<file path="config.mk">
export PLATFORM = sky130hd
export DESIGN_NAME = sticky_shr128
export DESIGN_NICKNAME = d
export VERILOG_FILES = /design/src/rtl/sshr_pkg.sv /design/src/rtl/sshr_decode.sv /design/src/rtl/sshr_stage.sv /design/src/rtl/sticky_shr128.sv
export SDC_FILE = /design/constraint.sdc
export NUM_CORES = 1
export LEC_CHECK = 0
export BUFFER_PORTS_ARGS = -buffer_cell sky130_fd_sc_hd__buf_4
export CAP_MARGIN = 20
export CORE_MARGIN = 8
export CORE_UTILIZATION = 45
export CTS_CLUSTER_DIAMETER = 40
export DETAILED_ROUTE_END_ITERATION = 8
export PLACE_DENSITY = 0.74
export SYNTH_ARGS = -nofsm -noshare
export SYNTH_HDL_FRONTEND = slang
export SYNTH_SLANG_ARGS = --single-unit
</file>
<file path="constraint.sdc">
create_clock -name clk -period 14 [get_ports clk]
set_input_delay 2.1 -clock clk [delete_from_list [all_inputs] [get_ports clk]]
set_output_delay 2.1 -clock clk [all_outputs]
set_load 0.01 [all_outputs]
</file>
<file path="src/rtl/sshr_pkg.sv">
package sshr_pkg;

  // Count regions; the datapath uses RG_ALL to pick the collapse path.
  typedef enum logic [2:0] {
    RG_NONE = 3'd0,  // count is zero
    RG_PART = 3'd1,  // below one half width
    RG_HALF = 3'd2,  // exactly one half width
    RG_WIDE = 3'd3,  // between one and two half widths
    RG_ALL  = 3'd4   // full width or more
  } shr_region_t;

endpackage

</file>
<file path="src/rtl/sshr_decode.sv">
module sshr_decode
  import sshr_pkg::*;
#(
  parameter int HALF_W = 64,
  parameter int CNT_W  = 8
) (
  input  logic [CNT_W-1:0] shamt,
  output shr_region_t      region
);
  localparam int FULL_W = 2 * HALF_W;
  localparam int STG    = $clog2(FULL_W);
  localparam logic [STG-1:0] HALF_CNT = HALF_W[STG-1:0];

  logic over;
  assign over = |shamt[CNT_W-1:STG];

  always_comb begin
    if (over)                            region = RG_ALL;
    else if (shamt == '0)                region = RG_NONE;
    else if (shamt[STG-1:0] == HALF_CNT) region = RG_HALF;
    else if (shamt[STG-1])               region = RG_WIDE;
    else                                 region = RG_PART;
  end
endmodule

</file>
<file path="src/rtl/sshr_stage.sv">
module sshr_stage #(
  parameter int W  = 128,
  parameter int SH = 1
) (
  input  logic [W-1:0] din,
  input  logic         sticky_in,
  input  logic         en,
  output logic [W-1:0] dout,
  output logic         sticky_out
);
  logic dropped;
  assign dropped    = |din[SH-1:0];
  assign dout       = en ? (din >> SH) : din;
  assign sticky_out = sticky_in | (en & dropped);
endmodule

</file>
<file path="src/rtl/sticky_shr128.sv">
module sticky_shr128
  import sshr_pkg::*;
#(
  parameter int HALF_W  = 64,
  parameter int CNT_W   = 8,
  parameter bit OUT_REG = 1'b1
) (
  input  logic              clk,
  input  logic              rst_n,
  input  logic [HALF_W-1:0] src_hi,
  input  logic [HALF_W-1:0] src_lo,
  input  logic [CNT_W-1:0]  shamt,
  output logic [HALF_W-1:0] res_hi,
  output logic [HALF_W-1:0] res_lo
);
  localparam int FULL_W = 2 * HALF_W;
  localparam int STG    = $clog2(FULL_W);

  // Named internal events, visible to the bound checker.
  shr_region_t       region;
  logic              collapse;
  logic              any_set;
  logic              sticky_bit;
  logic [FULL_W-1:0] src_w;
  logic [FULL_W-1:0] shifted;
  logic [FULL_W-1:0] folded;

  logic [STG:0][FULL_W-1:0] chain_d;
  logic [STG:0]             chain_s;

  assign src_w = {src_hi, src_lo};

  sshr_decode #(.HALF_W(HALF_W), .CNT_W(CNT_W)) u_dec (
    .shamt  (shamt),
    .region (region)
  );

  assign chain_d[0] = src_w;
  assign chain_s[0] = 1'b0;

  for (genvar g = 0; g < STG; g++) begin : g_stage
    sshr_stage #(.W(FULL_W), .SH(1 << g)) u_stg (
      .din        (chain_d[g]),
      .sticky_in  (chain_s[g]),
      .en         (shamt[g]),
      .dout       (chain_d[g+1]),
      .sticky_out (chain_s[g+1])
    );
  end

  assign collapse   = (region == RG_ALL);
  assign any_set    = |src_w;
  assign shifted    = collapse ? '0 : chain_d[STG];
  assign sticky_bit = collapse ? any_set : chain_s[STG];
  assign folded     = {shifted[FULL_W-1:1], shifted[0] | sticky_bit};

  if (OUT_REG) begin : g_reg
    always_ff @(posedge clk) begin
      if (!rst_n) begin
        res_hi <= '0;
        res_lo <= '0;
      end else begin
        res_hi <= folded[FULL_W-1:HALF_W];
        res_lo <= folded[HALF_W-1:0];
      end
    end
  end else begin : g_comb
    assign res_hi = folded[FULL_W-1:HALF_W];
    assign res_lo = folded[HALF_W-1:0];
  end
endmodule

</file>
* Word level (Yosys, flattened, before mapping)
Index checks and enable logic that the tools add are counted.
** Cells by class
- Equal/unequal tests :: 2
- Muxes and demuxes :: 13
- Bitwise operators :: 15
- Reduce and logical (&&, ||, !) cells :: 10
** Operator list (number)
- $mux W128 :: 6
- $reduce_or A128 Y1 :: 1
- $mux W64 :: 1
- $reduce_or A64 Y1 :: 1
- $reduce_or A32 Y1 :: 1
- $reduce_or A16 Y1 :: 1
- $mux W3 :: 3
- $logic_not A8 Y1 :: 1
- $reduce_or A8 Y1 :: 1
- $and A1 B1 Y1 :: 7
- $eq A7 B7 Y1 const B :: 1
- $or A1 B1 Y1 :: 7
- $reduce_or A2 Y1 :: 2
- $reduce_or A4 Y1 :: 1
- $eq A3 B3 Y1 const B :: 1
- $reduce_or A3 Y1 :: 1
- $mux W1 :: 2
- $mux W2 :: 1
- $not A1 Y1 :: 1
** Word-level totals
- Register bits :: 128
- Bits of input ports :: 138
- Output and inout port bits :: 128
- Word-level logic and storage cells :: 43

* Longest topological paths before layout
Gate-level depths: netlist (run 1).
- Depth after elaboration :: 11
- Depth in mapped cells :: 16
- Mapped depth without buffers :: 8

* Modules after synthesis
Synthesis (run 1) repeated with hierarchy kept, for this count alone.
** Second synthesis, totals
- Cell total of the unflattened synthesis :: 1366
- Area, all modules :: 14541.4 sq um
** Modules (own cells, without submodules)
- sticky_shr128 :: instances 1, cells an instance 318, area an instance 3752.3 sq um, sequential area each 2562.5 sq um
- sshr_stage (g_stage[3].u_stg) :: instances 1, cells an instance 146, area an instance 1604.0 sq um, sequential area each 0.0 sq um
- sshr_stage (g_stage[0].u_stg) :: instances 1, cells an instance 143, area an instance 1595.3 sq um, sequential area each 0.0 sq um
- sshr_stage (g_stage[1].u_stg) :: instances 1, cells an instance 144, area an instance 1594.0 sq um, sequential area each 0.0 sq um
- sshr_stage (g_stage[2].u_stg) :: instances 1, cells an instance 144, area an instance 1587.8 sq um, sequential area each 0.0 sq um
- sshr_stage (g_stage[4].u_stg) :: instances 1, cells an instance 148, area an instance 1535.2 sq um, sequential area each 0.0 sq um
- sshr_stage (g_stage[5].u_stg) :: instances 1, cells an instance 154, area an instance 1481.4 sq um, sequential area each 0.0 sq um
- sshr_stage (g_stage[6].u_stg) :: instances 1, cells an instance 164, area an instance 1362.6 sq um, sequential area each 0.0 sq um
- sshr_decode :: instances 1, cells an instance 5, area an instance 28.8 sq um, sequential area each 0.0 sq um

* Least setup slack after synthesis (run 1)
OpenSTA, ideal clock, no wires.
- Path type :: input to register
- Start point :: input shamt[3]
- End point :: register res_lo[0]
- Data arrival time :: 5.878 ns
- Required time :: 13.870 ns
- Setup slack :: 7.993 ns
- Cell stages on the path :: 12
- Cells stage by stage :: clkbuf_1 -> clkbuf_1 -> clkbuf_1 -> buf_1 -> mux4_2 -> mux4_2 -> mux2i_1 -> o21ai_0 -> or4_1 -> or4_1 -> a2111oi_2 -> a21oi_1
** On the way
- Longest elaborated chain between the ends :: 8
- Elaborated cells between the ends (all ways) :: 24
** RTL lines
- start, declared :: line sticky_shr128.sv:12 : input logic [CNT_W-1:0] shamt,
- $mux W128 :: line sshr_stage.sv:13 : assign dout = en ? (din >> SH) : din;
- $mux W128 / $reduce_or A16 Y1 (equally long branches) :: line sshr_stage.sv:13, sshr_stage.sv:12
- $mux W128, or another cell as far along :: line sshr_stage.sv:13
- $reduce_or A64 Y1, or another cell as far along :: line sshr_stage.sv:12 : assign dropped = |din[SH-1:0];
- $and A1 B1 Y1 / $or A1 B1 Y1 (equally long branches) :: line sshr_stage.sv:14 : assign sticky_out = sticky_in | (en & dropped);
- $or A1 B1 Y1 :: line sshr_stage.sv:14
- $mux W1 :: line sticky_shr128.sv:54 : assign sticky_bit = collapse ? any_set : chain_s[STG];
- $or A1 B1 Y1 (*) :: line sticky_shr128.sv:55 : assign folded = {shifted[FULL_W-1:1], shifted[0] | sticky_bit};
- end signal, assigned :: line sticky_shr128.sv:64 : res_lo <= folded[HALF_W-1:0];
- end, declared :: line sticky_shr128.sv:14 : output logic [HALF_W-1:0] res_lo
Mark *: on every way between the ends. The rest lies on a longest branch, timed or not.
A chain may end at the register's enable or synchronous reset.

* Final worst setup path (run 1)
- Start point :: input shamt[1]
- End point :: register res_lo[0]
** On the way
- Longest elaborated chain between the ends :: 10
- Elaborated cells between the ends (all ways) :: 32
** RTL lines (line)
- $mux W128 :: sshr_stage.sv:13
- $mux W128 / $reduce_or A4 Y1 (equally long branches) :: sshr_stage.sv:13, sshr_stage.sv:12
- $mux W128, or another cell as far along (3 in series) :: sshr_stage.sv:13
- $reduce_or A64 Y1, or another cell as far along :: sshr_stage.sv:12
- $and A1 B1 Y1 / $or A1 B1 Y1 (equally long branches) :: sshr_stage.sv:14
- $or A1 B1 Y1 :: sshr_stage.sv:14
- $mux W1 :: sticky_shr128.sv:54
- $or A1 B1 Y1 (*) :: sticky_shr128.sv:55
Marks and branches as above.

==> out/results.txt, run 1 <==
Setup crit start kind -> primary input
Core ar. -> 0.0303 mm^2
RSZ-0062 raised after global routing -> no
largest net degree at the start of global routing -> 98
synth cell count leaders -> mux4_2, mux2i_1, dfxtp_1
Max-Cap Viols -> 0
Pleak -> 6.42 nW
TritonCTS clock tree -> yes
hold crit path type -> in -> reg
post-CTS sizing -> 0
final setup TNS -> 0 ns
ANT cells -> 0
fin. max-slew vios -> 0
Main synth FF type -> dfxtp_1
GRT Util Overall -> 31.5%
starting density of the core -> 45.2%
FP Rows -> 64
status -> completed
Synth async-reset ratio -> 0%
syn nets -> 1407
pwr/cell area -> 96.1 mW/mm^2
io pins -> 266
Worst setup EP type -> flip-flop
Clock transition at path regs -> 0.06 ns
GPL Wtd Cong -> 0.991
1st-iter DRT viols -> 2059
final worst slack -> 7.36 ns
Max Root-Sink Buffers -> 2
vias per cell -> 7.33
Final min period -> 6.64 ns
first-pass GRT wire length -> 86700 um
FMAX -> 151 MHz
EDFF count, synth -> 0
layout cells sized above 1 -> 43.2%
final net count -> 1581
vias in the first global route -> 13000
via count -> 13600
worst path arrival time -> 6.93 ns
most area-hungry cell type in the Yosys netlist -> mux4_2
die width -> 190 um
initial antenna violation count -> 1
Synth top area share -> 34.4%
relative slew slack -> 34.7%
Max FO, Critical Path -> 86
top area cells in the synthesized netlist -> mux4_2, dfxtp_1, mux2i_1
mapped cell area -> 0.0137 mm^2
period utilization -> 47.4%
cts hold-fix bufs -> 0
PortBufs -> 265
register area share after synthesis -> 18.7%
final core utilization -> 54.4%
Syn Inst Count -> 1269
Area Overhead vs Synth -> 20.3%
Die ar. -> 0.0363 mm^2
most common cell in the netlist -> mux4_2
DRT antenna net count -> 0
Crit Path Class -> in -> reg
Root Driver -> clkbuf_16
WHS Path Cells -> 3
peak supply drop -> 78.7 uV
worst-margin pin slew -> 0.979 ns
yosys warns -> 0
DRC -> 0
count of final setup violators -> 0
DIE HEIGHT -> 190 um
Place WS -> 6.69 ns
setup bufs post-CTS -> 0
total grt overflow -> 0
Final Hold Fails -> 0
hpwl dp -> 47000 um
number of buffers created by CTS -> 17
FF+latch count, synth -> 128
Clock Sinks -> 128
wire per inst -> 32.1 um
mean post-synth cell area -> 10.8 um^2
Total Wirelength -> 59500 um
DR pass1 iterations -> 7
Critical Path RT -> 14.29 ns
Synth cell types -> 62
hold path startpoint -> rst_n
Worst Hold End -> res_lo[0]
htree depth -> 4
[logic make-up after synthesis]
| family | synth area share [%] |
|---|---|
| DFF | 18.7 |
| muxes | 55.2 |
| buffers and inverters | 4.44 |
| and+or+nand+nor | 11.3 |
| AOI/OAI and AO/OA | 10.4 |
[area by class of cell]
type	count	area (um^2)
Fill cell	2652	13800
Multi-Input combinational cell	1005	10500
Sequential cell	128	2560
Timing Repair Buffer	281	2160
Tap cell	396	495
Clock buffer	20	457
Clock inverter	12	228
Inverter	10	47.5
[layout by cell type (no fill, tap or decap), types with 3 or more instances in the layout]
cell type  instances
o2bb2ai_1          4
nor4_1            36
o211a_1            4
a211oi_1           5
a221oi_1           4
a21oi_1           41
mux4_1             9
o22ai_1           39
mux2i_1          148
o211ai_1          11
clkbuf_8           3
mux4_2           209
nor2b_1            3
nand2_1           92
o31ai_1            3
o32ai_1            6
o2111ai_1          6
a31oi_1            6
and2_1            18
o21a_1             4
nand3b_1           4
o22a_1            15
inv_6              4
nand4_1           17
nor3_1            13
bufinv_16          6
o21ai_0           47
a2bb2o_1           3
or4_1              9
nand3_1           10
mux2_2            99
nor2_1           107
clkbuf_16         17
inv_1              6
dfxtp_1          128
buf_4            278
[how the worst max path moves through the flow]
stage	start	to	slack, ns	cells after the start
after global placement	shamt[1]	res_lo[0]	6.81	10
after global routing	shamt[1]	res_lo[0]	7.18	11
after floorplan	shamt[3]	res_lo[0]	7.99	12
final	shamt[1]	res_lo[0]	7.36	11
after CTS	shamt[1]	res_lo[0]	7.14	10
after detailed placement	shamt[1]	res_lo[0]	6.69	10
[through the flow]
| stage | total power [mW] | cells | hold WS, ns | cell area (um^2) |
|---|---|---|---|---|
| floorplan | 0.799 | 1269 | 2.24 | 13700 |
| global placement | 1.04 | 1818 | 2.46 | 15700 |
| detailed placement | 1.05 | 1818 | 2.43 | 15700 |
| CTS | 1.56 | 1850 | 2.00 | 16400 |
| global route | 1.62 | 1852 | 2.03 | 16500 |
| finish | 1.58 | 1852 | 2.02 | 16500 |
[state kept, by name, summed over array words and instances, names as in the netlist]
signal and count:
res_hi 64, res_lo 64
[routing by layer]
metal	routed length, um	vias to the layer above	part of all wire (%)	global-route usage (%)
met5	12	-	0.020	0
met4	2100	2	3.5	10.6
met3	8810	125	15	10.2
met2	24200	1259	41	43.0
met1	24400	6682	41	46.0
li1	-	5508	-	-
[power by group]
group	total (mW)	leakage [nW]	switching [mW]	internal [mW]
logic	0.682	5.04	0.396	0.286
clock network	0.513	0.332	0.168	0.345
registers	0.388	1.04	0.00623	0.381
total	1.58	6.42	0.570	1.01
[critical path, stage by stage]
cell,delay [ns]
clkbuf_8,0.63
buf_4,0.43
buf_16,0.33
mux4_2,0.59
mux2_1,0.36
mux2_2,0.31
mux4_2,0.50
or4b_1,0.48
or4_1,0.48
o41ai_1,0.49
a21oi_1,0.13
No activity file was read; power rests on OpenSTA's default activity.
==> run 2: changes to the inputs <==
- PLACE_DENSITY: 0.74 -> 0.77
- clock period: 14 -> 5.9 ns (I/O delays scaled with it)
==> out/results.txt, run 2 (synthesis gave the netlist of run 1 again) <==
status -> completed
switch share -> 39.1% (+3.1 points)
hpwl dp -> 49100 um (+4.6%)
initial antenna violation count -> 1 (unchanged)
vias per cell -> 7.31 (-0.23%)
io pins -> 266 (unchanged)
setup bufs post-CTS -> 0 (unchanged)
Critical Path RT -> 6.19 ns (-8.10 ns)
Area Overhead vs Synth -> 21.3%
cts hold-fix bufs -> 0 (unchanged)
layout cells sized above 1 -> 44.4% (+1.2 points)
final core utilization -> 54.9% (+0.44 points)
first-pass GRT wire length -> 89300 um (+3.0%)
total power -> 3.62 mW (+130%)
Die ar. -> 0.0363 mm^2 (unchanged)
placed inst area -> 0.0160 mm^2 (+1.8%)
Clock transition at path regs -> 0.07 ns (about the same)
starting density of the core -> 45.2% (unchanged)
final worst slack -> 1.16 ns (-6.20 ns)
1st-iter DRT viols -> 2305 (+12%)
Fin Hold WS -> 0.836 ns (-1.19 ns)
Core ar. -> 0.0303 mm^2 (unchanged)
relative slew slack -> 32.0% (-2.7 points)
worst-margin pin slew -> 1.02 ns (+0.0359 ns)
Clock Sinks -> 128 (unchanged)
hold crit path type -> in -> reg
wire per inst -> 32.4 um (+0.86%)
commonest non-fill, non-tap cell in the layout -> buf_4
final setup TNS -> 0 ns (unchanged)
DRT antenna net count -> 0 (unchanged)
number of buffers created by CTS -> 17 (unchanged)
total internal power -> 2.20 mW (+120%)
TritonCTS clock tree -> yes
GPL Wtd Cong -> 1.05 (+5.7%)
PortBufs -> 265 (unchanged)
Layout Cells excl Fill -> 1883 (+1.7%)
FMAX -> 211 MHz
peak supply drop -> 165 uV (+110%)
Max FO, Critical Path -> 53 (-38%)
Final Hold Fails -> 0 (unchanged)
Total Wirelength -> 61100 um (+2.6%)
Max Root-Sink Buffers -> 2 (unchanged)
Gate power share -> 45.7% (+2.6 points)
largest net degree at the start of global routing -> 88 (-10%)
period utilization -> 80.3%
Cells after DPL -> 1850 (+1.8%)
Pleak -> 6.51 nW (+1.5%)
total grt overflow -> 0 (unchanged)
DR pass1 iterations -> 6 (-1)
most frequent cells in the layout -> buf_4, mux4_2, mux2i_1, dfxtp_1, nor2_1
pwr/cell area -> 218 mW/mm^2 (+130%)
htree depth -> 4 (unchanged)
count of final setup violators -> 0 (unchanged)
Max-Cap Viols -> 0 (unchanged)
DRC -> 0 (unchanged)
Worst setup EP type -> flip-flop
fin. max-slew vios -> 0 (unchanged)
DIE HEIGHT -> 190 um (unchanged)
clock share of power -> 28.9% (-3.5 points)
Setup crit start kind -> primary input
Largest regs -> res_hi x64, res_lo x64
Place WS -> 0.748 ns (-5.94 ns)
via count -> 13800 (+1.4%)
Crit Path Class -> in -> reg
final instance area -> 0.0166 mm^2 (+0.81%)
worst path arrival time -> 5.03 ns (-1.90 ns)
die width -> 190 um (unchanged)
FP Rows -> 64 (unchanged)
GRT Util Overall -> 32.4% (+0.92 points)
Root Driver -> clkbuf_16
sequential power share -> 25.4% (+0.9 points)
vias in the first global route -> 13200 (+1.9%)
Final min period -> 4.74 ns
final net count -> 1611 (+1.9%)
Net Sw Power -> 1.41 mW (+150%)
post-CTS sizing -> 0 (unchanged)
RSZ-0062 raised after global routing -> no
run 2: worst paths after layout:
kind | cells after the start | startpoint | slack (ns) | end
min | 3 | shamt[6] | 0.84 | res_lo[0]
max | 10 | shamt[1] | 1.16 | res_lo[0]
run 2: critical path: stages:
cell and delay (ns):
clkbuf_8 0.46, buf_4 0.31, mux4_2 0.59, mux4_2 0.51, mux2i_1 0.41, mux2_2 0.26
or4b_1 0.44, or4_1 0.47, o41ai_1 0.53, a21oi_1 0.13
run 2: cell type report:
class	count	area, um^2
clock buffer	17	425
tap	396	495
antenna	1	2.50
multi-input combinational	1005	10500
fill	2645	13700
clock inverter	15	168
sequential	128	2560
timing repair buffer	311	2380
inverter	10	47.5
run 2: power by group through the flow:
stage / Clock (mW) / Combinational [mW] / Sequential, mW
2_1_floorplan: 0 / 0.941 / 0.954
3_3_place_gp: 0 / 1.57 / 0.937
3_5_place_dp: 0 / 1.57 / 0.938
4_1_cts: 1.05 / 1.58 / 0.919
5_1_grt: 1.09 / 1.69 / 0.922
6_report: 1.04 / 1.65 / 0.919
run 2: per-layer routing:
metal / wire [um] / up-vias / GRT usage (%)
met5: 13 / - / 0
li1: - / 5586 / -
met1: 24700 / 6619 / 46.7
met4: 2830 / 2 / 14.4
met2: 24200 / 1406 / 43.9
met3: 9250 / 158 / 9.89
